`src/rtl/mmtr_pkg.sv`:
```
package mmtr_pkg;

    // fixed-point format shared by period, phase, counter and gains
    localparam int FRAC  = 13;
    localparam int ACC_W = 24;

    typedef logic signed [ACC_W-1:0] acc_t;

    localparam acc_t ONE      = acc_t'(1 << FRAC);
    localparam acc_t FRAC_MSK = ONE - acc_t'(1);

    // result of one loop-filter step
    typedef struct packed {
        acc_t period;
        acc_t frac;
        acc_t whole;
    } loop_upd_t;

    // multiply by the hard decision of a sample (negative -> -1, else +1)
    function automatic acc_t by_decision(input logic neg, input acc_t v);
        return neg ? -v : v;
    endfunction

    // clamp into [lo, hi]
    function automatic acc_t clamp(input acc_t v, input acc_t lo, input acc_t hi);
        if (v < lo) return lo;
        if (v > hi) return hi;
        return v;
    endfunction

endpackage

```
`src/rtl/mmtr_ted.sv`:
```
module mmtr_ted
    import mmtr_pkg::*;
#(
    parameter int SMP_W = 16
) (
    input  logic                    clk,
    input  logic                    rst,
    input  logic signed [SMP_W-1:0] in_smp,
    input  logic                    take,
    output acc_t                    err
);
    logic signed [SMP_W-1:0] prev_q;
    acc_t cur_x, prev_x;

    assign cur_x  = acc_t'(in_smp);
    assign prev_x = acc_t'(prev_q);

    // decision folded into the detector: sign bit picks +/-1
    assign err = by_decision(prev_q[SMP_W-1], cur_x)
               - by_decision(in_smp[SMP_W-1], prev_x);

    always_ff @(posedge clk) begin
        if (rst)       prev_q <= '0;
        else if (take) prev_q <= in_smp;
    end
endmodule

```
`src/rtl/mmtr_loop.sv`:
```
module mmtr_loop
    import mmtr_pkg::*;
#(
    parameter int GAIN_W     = 16,
    parameter int PERIOD_MID = 65536,
    parameter int PERIOD_REL = 4096
) (
    input  logic                     clk,
    input  logic                     rst,
    input  logic                     take,
    input  acc_t                     err,
    input  logic signed [GAIN_W-1:0] gain_omega,
    input  logic signed [GAIN_W-1:0] gain_mu,
    output loop_upd_t                upd,
    output acc_t                     mu_q
);
    localparam int   PW    = GAIN_W + ACC_W;
    localparam acc_t P_MID = acc_t'(PERIOD_MID);
    localparam acc_t P_LO  = acc_t'(PERIOD_MID - PERIOD_REL);
    localparam acc_t P_HI  = acc_t'(PERIOD_MID + PERIOD_REL);

    acc_t period_q;
    logic signed [PW-1:0] prod_w, prod_m;
    acc_t step_w, step_m, mu_sum;

    assign prod_w = PW'(gain_omega) * PW'(err);
    assign prod_m = PW'(gain_mu) * PW'(err);
    assign step_w = acc_t'(prod_w >>> FRAC);
    assign step_m = acc_t'(prod_m >>> FRAC);
    assign mu_sum = mu_q + step_m;

    always_comb begin
        upd.period = clamp(period_q + step_w, P_LO, P_HI);
        upd.frac   = mu_sum & FRAC_MSK;
        upd.whole  = mu_sum - upd.frac;
    end

    always_ff @(posedge clk) begin
        if (rst) begin
            period_q <= P_MID;
            mu_q     <= '0;
        end else if (take) begin
            period_q <= upd.period;
            mu_q     <= upd.frac;
        end
    end
endmodule

```
`src/rtl/mmtr_clock.sv`:
```
module mmtr_clock
    import mmtr_pkg::*;
(
    input  logic      clk,
    input  logic      rst,
    input  logic      in_vld,
    input  loop_upd_t upd,
    output logic      fire
);
    acc_t cnt_q;

    assign fire = in_vld && (cnt_q < ONE);

    always_ff @(posedge clk) begin
        if (rst)
            cnt_q <= '0;
        else if (fire)
            cnt_q <= cnt_q + upd.period + upd.whole - ONE;
        else if (in_vld)
            cnt_q <= cnt_q - ONE;
    end
endmodule

```
`src/rtl/mm_timing_loop.sv`:
```
module mm_timing_loop
    import mmtr_pkg::*;
#(
    parameter int SMP_W      = 16,
    parameter int GAIN_W     = 16,
    parameter int IDX_W      = 8,
    parameter int PERIOD_MID = 65536,
    parameter int PERIOD_REL = 4096
) (
    input  logic                     clk,
    input  logic                     rst,
    input  logic                     in_vld,
    input  logic signed [SMP_W-1:0]  in_smp,
    input  logic signed [GAIN_W-1:0] gain_omega,
    input  logic signed [GAIN_W-1:0] gain_mu,
    output logic                     sym_rdy,
    output logic signed [SMP_W-1:0]  sym_out,
    output logic [IDX_W-1:0]         phase_idx
);
    localparam int   IDX_SH = FRAC - 7;
    localparam acc_t IDX_RND = acc_t'(1 << (IDX_SH - 1));

    acc_t      err;
    acc_t      mu_q;
    loop_upd_t upd;
    logic      fire;

    mmtr_ted #(.SMP_W(SMP_W)) u_ted (
        .clk(clk), .rst(rst), .in_smp(in_smp), .take(fire), .err(err)
    );

    mmtr_loop #(
        .GAIN_W(GAIN_W), .PERIOD_MID(PERIOD_MID), .PERIOD_REL(PERIOD_REL)
    ) u_loop (
        .clk(clk), .rst(rst), .take(fire), .err(err),
        .gain_omega(gain_omega), .gain_mu(gain_mu),
        .upd(upd), .mu_q(mu_q)
    );

    mmtr_clock u_clk (
        .clk(clk), .rst(rst), .in_vld(in_vld), .upd(upd), .fire(fire)
    );

    always_ff @(posedge clk) begin
        if (rst) begin
            sym_rdy <= 1'b0;
            sym_out <= '0;
        end else begin
            sym_rdy <= fire;
            if (fire) sym_out <= in_smp;
        end
    end

    // 129-step quantisation of the registered fractional phase
    assign phase_idx = IDX_W'((mu_q + IDX_RND) >>> IDX_SH);
endmodule

```
`config.mk`:
```
export PLATFORM = sky130hd
export DESIGN_NAME = mm_timing_loop
export DESIGN_NICKNAME = d
export VERILOG_FILES = /design/src/rtl/mmtr_pkg.sv /design/src/rtl/mmtr_ted.sv /design/src/rtl/mmtr_loop.sv /design/src/rtl/mmtr_clock.sv /design/src/rtl/mm_timing_loop.sv
export SDC_FILE = /design/constraint.sdc
export NUM_CORES = 2
export LEC_CHECK = 0
export CAP_MARGIN = 20
export CORE_MARGIN = 3
export CORE_UTILIZATION = 60
export DETAILED_ROUTE_END_ITERATION = 10
export PLACE_DENSITY = 0.75
export REMOVE_ABC_BUFFERS = 1
export SYNTH_ARGS = -nofsm -noshare
export SYNTH_HDL_FRONTEND = slang
export SYNTH_SLANG_ARGS = --single-unit
export TNS_END_PERCENT = 30
```
`constraint.sdc`:
```
create_clock -name clk -period 37.6 [get_ports clk]
set_input_delay 7.52 -clock clk [delete_from_list [all_inputs] [get_ports clk]]
set_output_delay 7.52 -clock clk [all_outputs]
set_load 0.05 [all_outputs]
```
==> results.py <==
metrics = {
    "outcome": {
        "status": "finished clean",
    },
    "floorplanning": {
        "io_pins": 76,
        "row_count": 86,
        "start_util_pct": 60.9,
        "die_h_um": 243,
        "core_area_um2": 55300,
        "dieArea_um2": 59000,
        "die_width_um": 243,
    },
    "sta": {
        "fmaxAchievable_mhz": 42.5,
        "timing.slew.headroom_pct": 22.5,
        "tightestPinTransition_ns": 1.16,
        "period_share_pct": 62.5,
        "report.final.slew_viol_count": 0,
        "fin_hold_ws_ns": 0.456,
        "finalSetupTns_ns": 0,
        "setup_viol": 0,
        "finalCriticalPeriod_ns": 23.51,
        "rsz0062_at_grt": "false",
        "hold_viol": 0,
        "fin_skew_ns": 0.0107,
    },
    "placement": {
        "dp_hpwl_um": 61100,
        "port_buffers": 75,
        "dpl_cell_area_um2": 35200,
        "place.gp.congestion": 0.868,
    },
    "final_layout": {
        "final_util_pct": 64.5,
        "nets": 4945,
        "final_cell_mix": "inv_1 (863), fa_1 (725), nand2_1 (542)",
        "antenna_cells": 0,
        "fin_area_um2": 35700,
        "drive_above_1_share_pct": 2.99,
        "syn2layout_area_growth_pct": 5.81,
        "fillers": 4701,
        "layout_commonest_cell": "inv_1",
    },
    "synth": {
        "yosys_warnings": 0,
        "ys_types": 83,
        "synth.avg_cell_area_um2": 8.62,
        "async_flop_share_pct": 0,
        "synth-edff-count": 0,
        "syn-instance-count": 3907,
        "synth-main-ff-cell": "dfxtp_1",
        "synth.yosys.seq_area_share_pct": 4.63,
        "syn_area_um2": 33700,
        "synth_seq_cells": 78,
    },
    "detailed_routing": {
        "vias_per_cell": 5.51,
        "wl_met2_um": 40000,
        "drt_iter0_drc": 1460,
        "drc_errors": 0,
        "dr_wl_met3_um": 4710,
        "wl_per_cell_um": 17.2,
        "routed_wl_um": 79500,
        "drtPass1Iterations": 5,
        "antenna_left": 0,
        "wl_met1_um": 32800,
        "top_layer": "met5",
        "vias": 25527,
    },
    "clock_tree": {
        "cts_tree": "done",
        "clk_latency_ns": 0.39,
        "cts_sinks": 78,
        "root_buffer": "clkbuf_16",
        "ctsHoldBuffers": 0,
        "post_cts_buffers": 0,
        "cts_max_level": 3,
        "cts_resized": 0,
        "cts.path.max_buffers": 2,
        "cts.clk_slew.worst_paths_ns": 0.07,
        "numCtsBuffers": 9,
    },
    "global_routing": {
        "grt_max_degree": 58,
        "antenna_found_initial": 2,
        "overflow": 0,
        "grt_usage_pct": 28.7,
        "grt_pass1_wl_um": 136000,
        "grt_pass1_vias": 27374,
    },
    "setup_path": {
        "regToRegStartpoint": "u_ted.prev_q[0]",
        "cp_max_fo": 32,
        "startpoint_type": "primary input",
        "arrival_ns": 23.79,
        "crit_path_top_delay_cell": "clkdlybuf4s50_1",
        "worstRegToRegCells": 63,
        "cp.required_ns": 37.87,
        "slowest_delay_ns": 0.95,
        "r2r_setup_slack_ns": 20.95,
        "cp-end-kind": "flip-flop",
        "critPathMostFrequentCell": "fa_1",
        "rr_endpoint": "u_clk.cnt_q[20]",
        "crit_type": "primary input to flip-flop",
    },
    "job": {
        "maxCapViolCount": 0,
    },
    "hold_path": {
        "min_from": "u_clk.cnt_q[12]",
        "min_path_cells": 2,
        "hold_end": "u_clk.cnt_q[12]",
        "hold_path_class": "flip-flop to flip-flop",
    },
}
==> through the flow <==
step           setup slack [ns]  cells
2_1_floorplan             15.48   3744
3_3_place_gp              14.14   4611
3_5_place_dp              13.79   4611
4_1_cts                   14.16   4627
5_1_grt                   12.85   4631
6_report                  14.09   4631
==> per-layer routing <==
layer	vias to the layer above	global-route usage [%]
li1	11688	-
met1	12941	37.8
met2	761	50.0
met3	135	3.95
met4	2	7.61
met5	-	0
==> flip-flops by register name, summed over array words and instances, names as in the netlist <==
| signal | cells |
|---|---|
| u_clk.cnt_q | 24 |
| u_loop.mu_q | 13 |
| u_loop.period_q | 24 |
| sym_rdy | 1 |
| u_ted.prev_q | 16 |
==> critical path: cells and delay by family <==
kind / cells / cell delay (ns)
adder cells (fa/ha/maj): 12 / 4.86
AND/OR/NAND/NOR: 14 / 2.98
XOR/XNOR: 8 / 1.29
AO/OA/AOI/OAI: 25 / 5.62
buffers and inverters: 5 / 1.47
==> final cells by class <==
type                    count  area [um2]  area share [%]
well taps                 748         936            2.62
inverters                 867        3250            9.13
flip-flops and latches     78        1560            4.38
repair buffers            123        1170            3.28
clock buffers               9         225           0.632
clock inverters             7         105           0.295
multi-input cells        2799       28400            79.7
==> cells by family after synthesis <==
family,synth area share (%)
muxes,0.0742
and+or+nand+nor,17.5
buffers and inverters,11.6
DFF,4.63
xor gates and xnor gates,4.77
other,0.0111
adders and majority gates,53.9
AOI/OAI and AO/OA,7.49
==> worst max-delay path by stage <==
stage,from,endpoint,slack [ns],cells after the start
6_report,in_smp[15],u_clk.cnt_q[20],14.09,64
5_1_grt,in_smp[2],u_clk.cnt_q[20],12.85,64
4_1_cts,in_smp[15],u_clk.cnt_q[20],14.16,64
3_5_place_dp,in_smp[2],u_clk.cnt_q[20],13.79,64
3_3_place_gp,in_smp[15],u_clk.cnt_q[22],14.14,66
2_1_floorplan,in_smp[0],u_clk.cnt_q[20],15.48,66
==> synth_stat cells (3+ instances only) <==
master	number	area (um2)
o41ai_1	6	52.6
nor4_1	14	87.6
and3_1	9	56.3
or2_2	7	43.8
a211oi_1	14	105
nand2_1	542	2030
a21o_1	31	233
nor3_1	39	195
a32o_1	12	120
dfxtp_1	78	1560
o21bai_1	12	90.1
a31o_2	3	26.3
nand4_1	11	68.8
fa_1	725	14500
a221oi_1	7	61.3
a22o_1	4	35.0
clkbuf_1	166	623
a21oi_1	126	631
nand2b_1	47	294
xnor2_1	118	1030
ha_1	291	3640
o211ai_1	7	52.6
a311oi_1	3	26.3
a211o_1	3	26.3
nor2b_1	64	400
o21a_1	35	263
o31ai_1	14	105
o21ai_1	16	80.1
o21ai_0	50	250
or3_1	14	87.6
and2_1	296	1850
a2111oi_0	5	43.8
xor2_1	54	473
a31oi_1	7	43.8
nand3_1	27	135
a21boi_1	3	22.5
nor3b_1	3	22.5
inv_1	863	3240
nor2_1	124	465
nor4b_1	3	26.3
o22ai_1	3	18.8
Power is not shown: default switching activity piles up to over one toggle a cycle in this logic, so the estimate is an artifact.
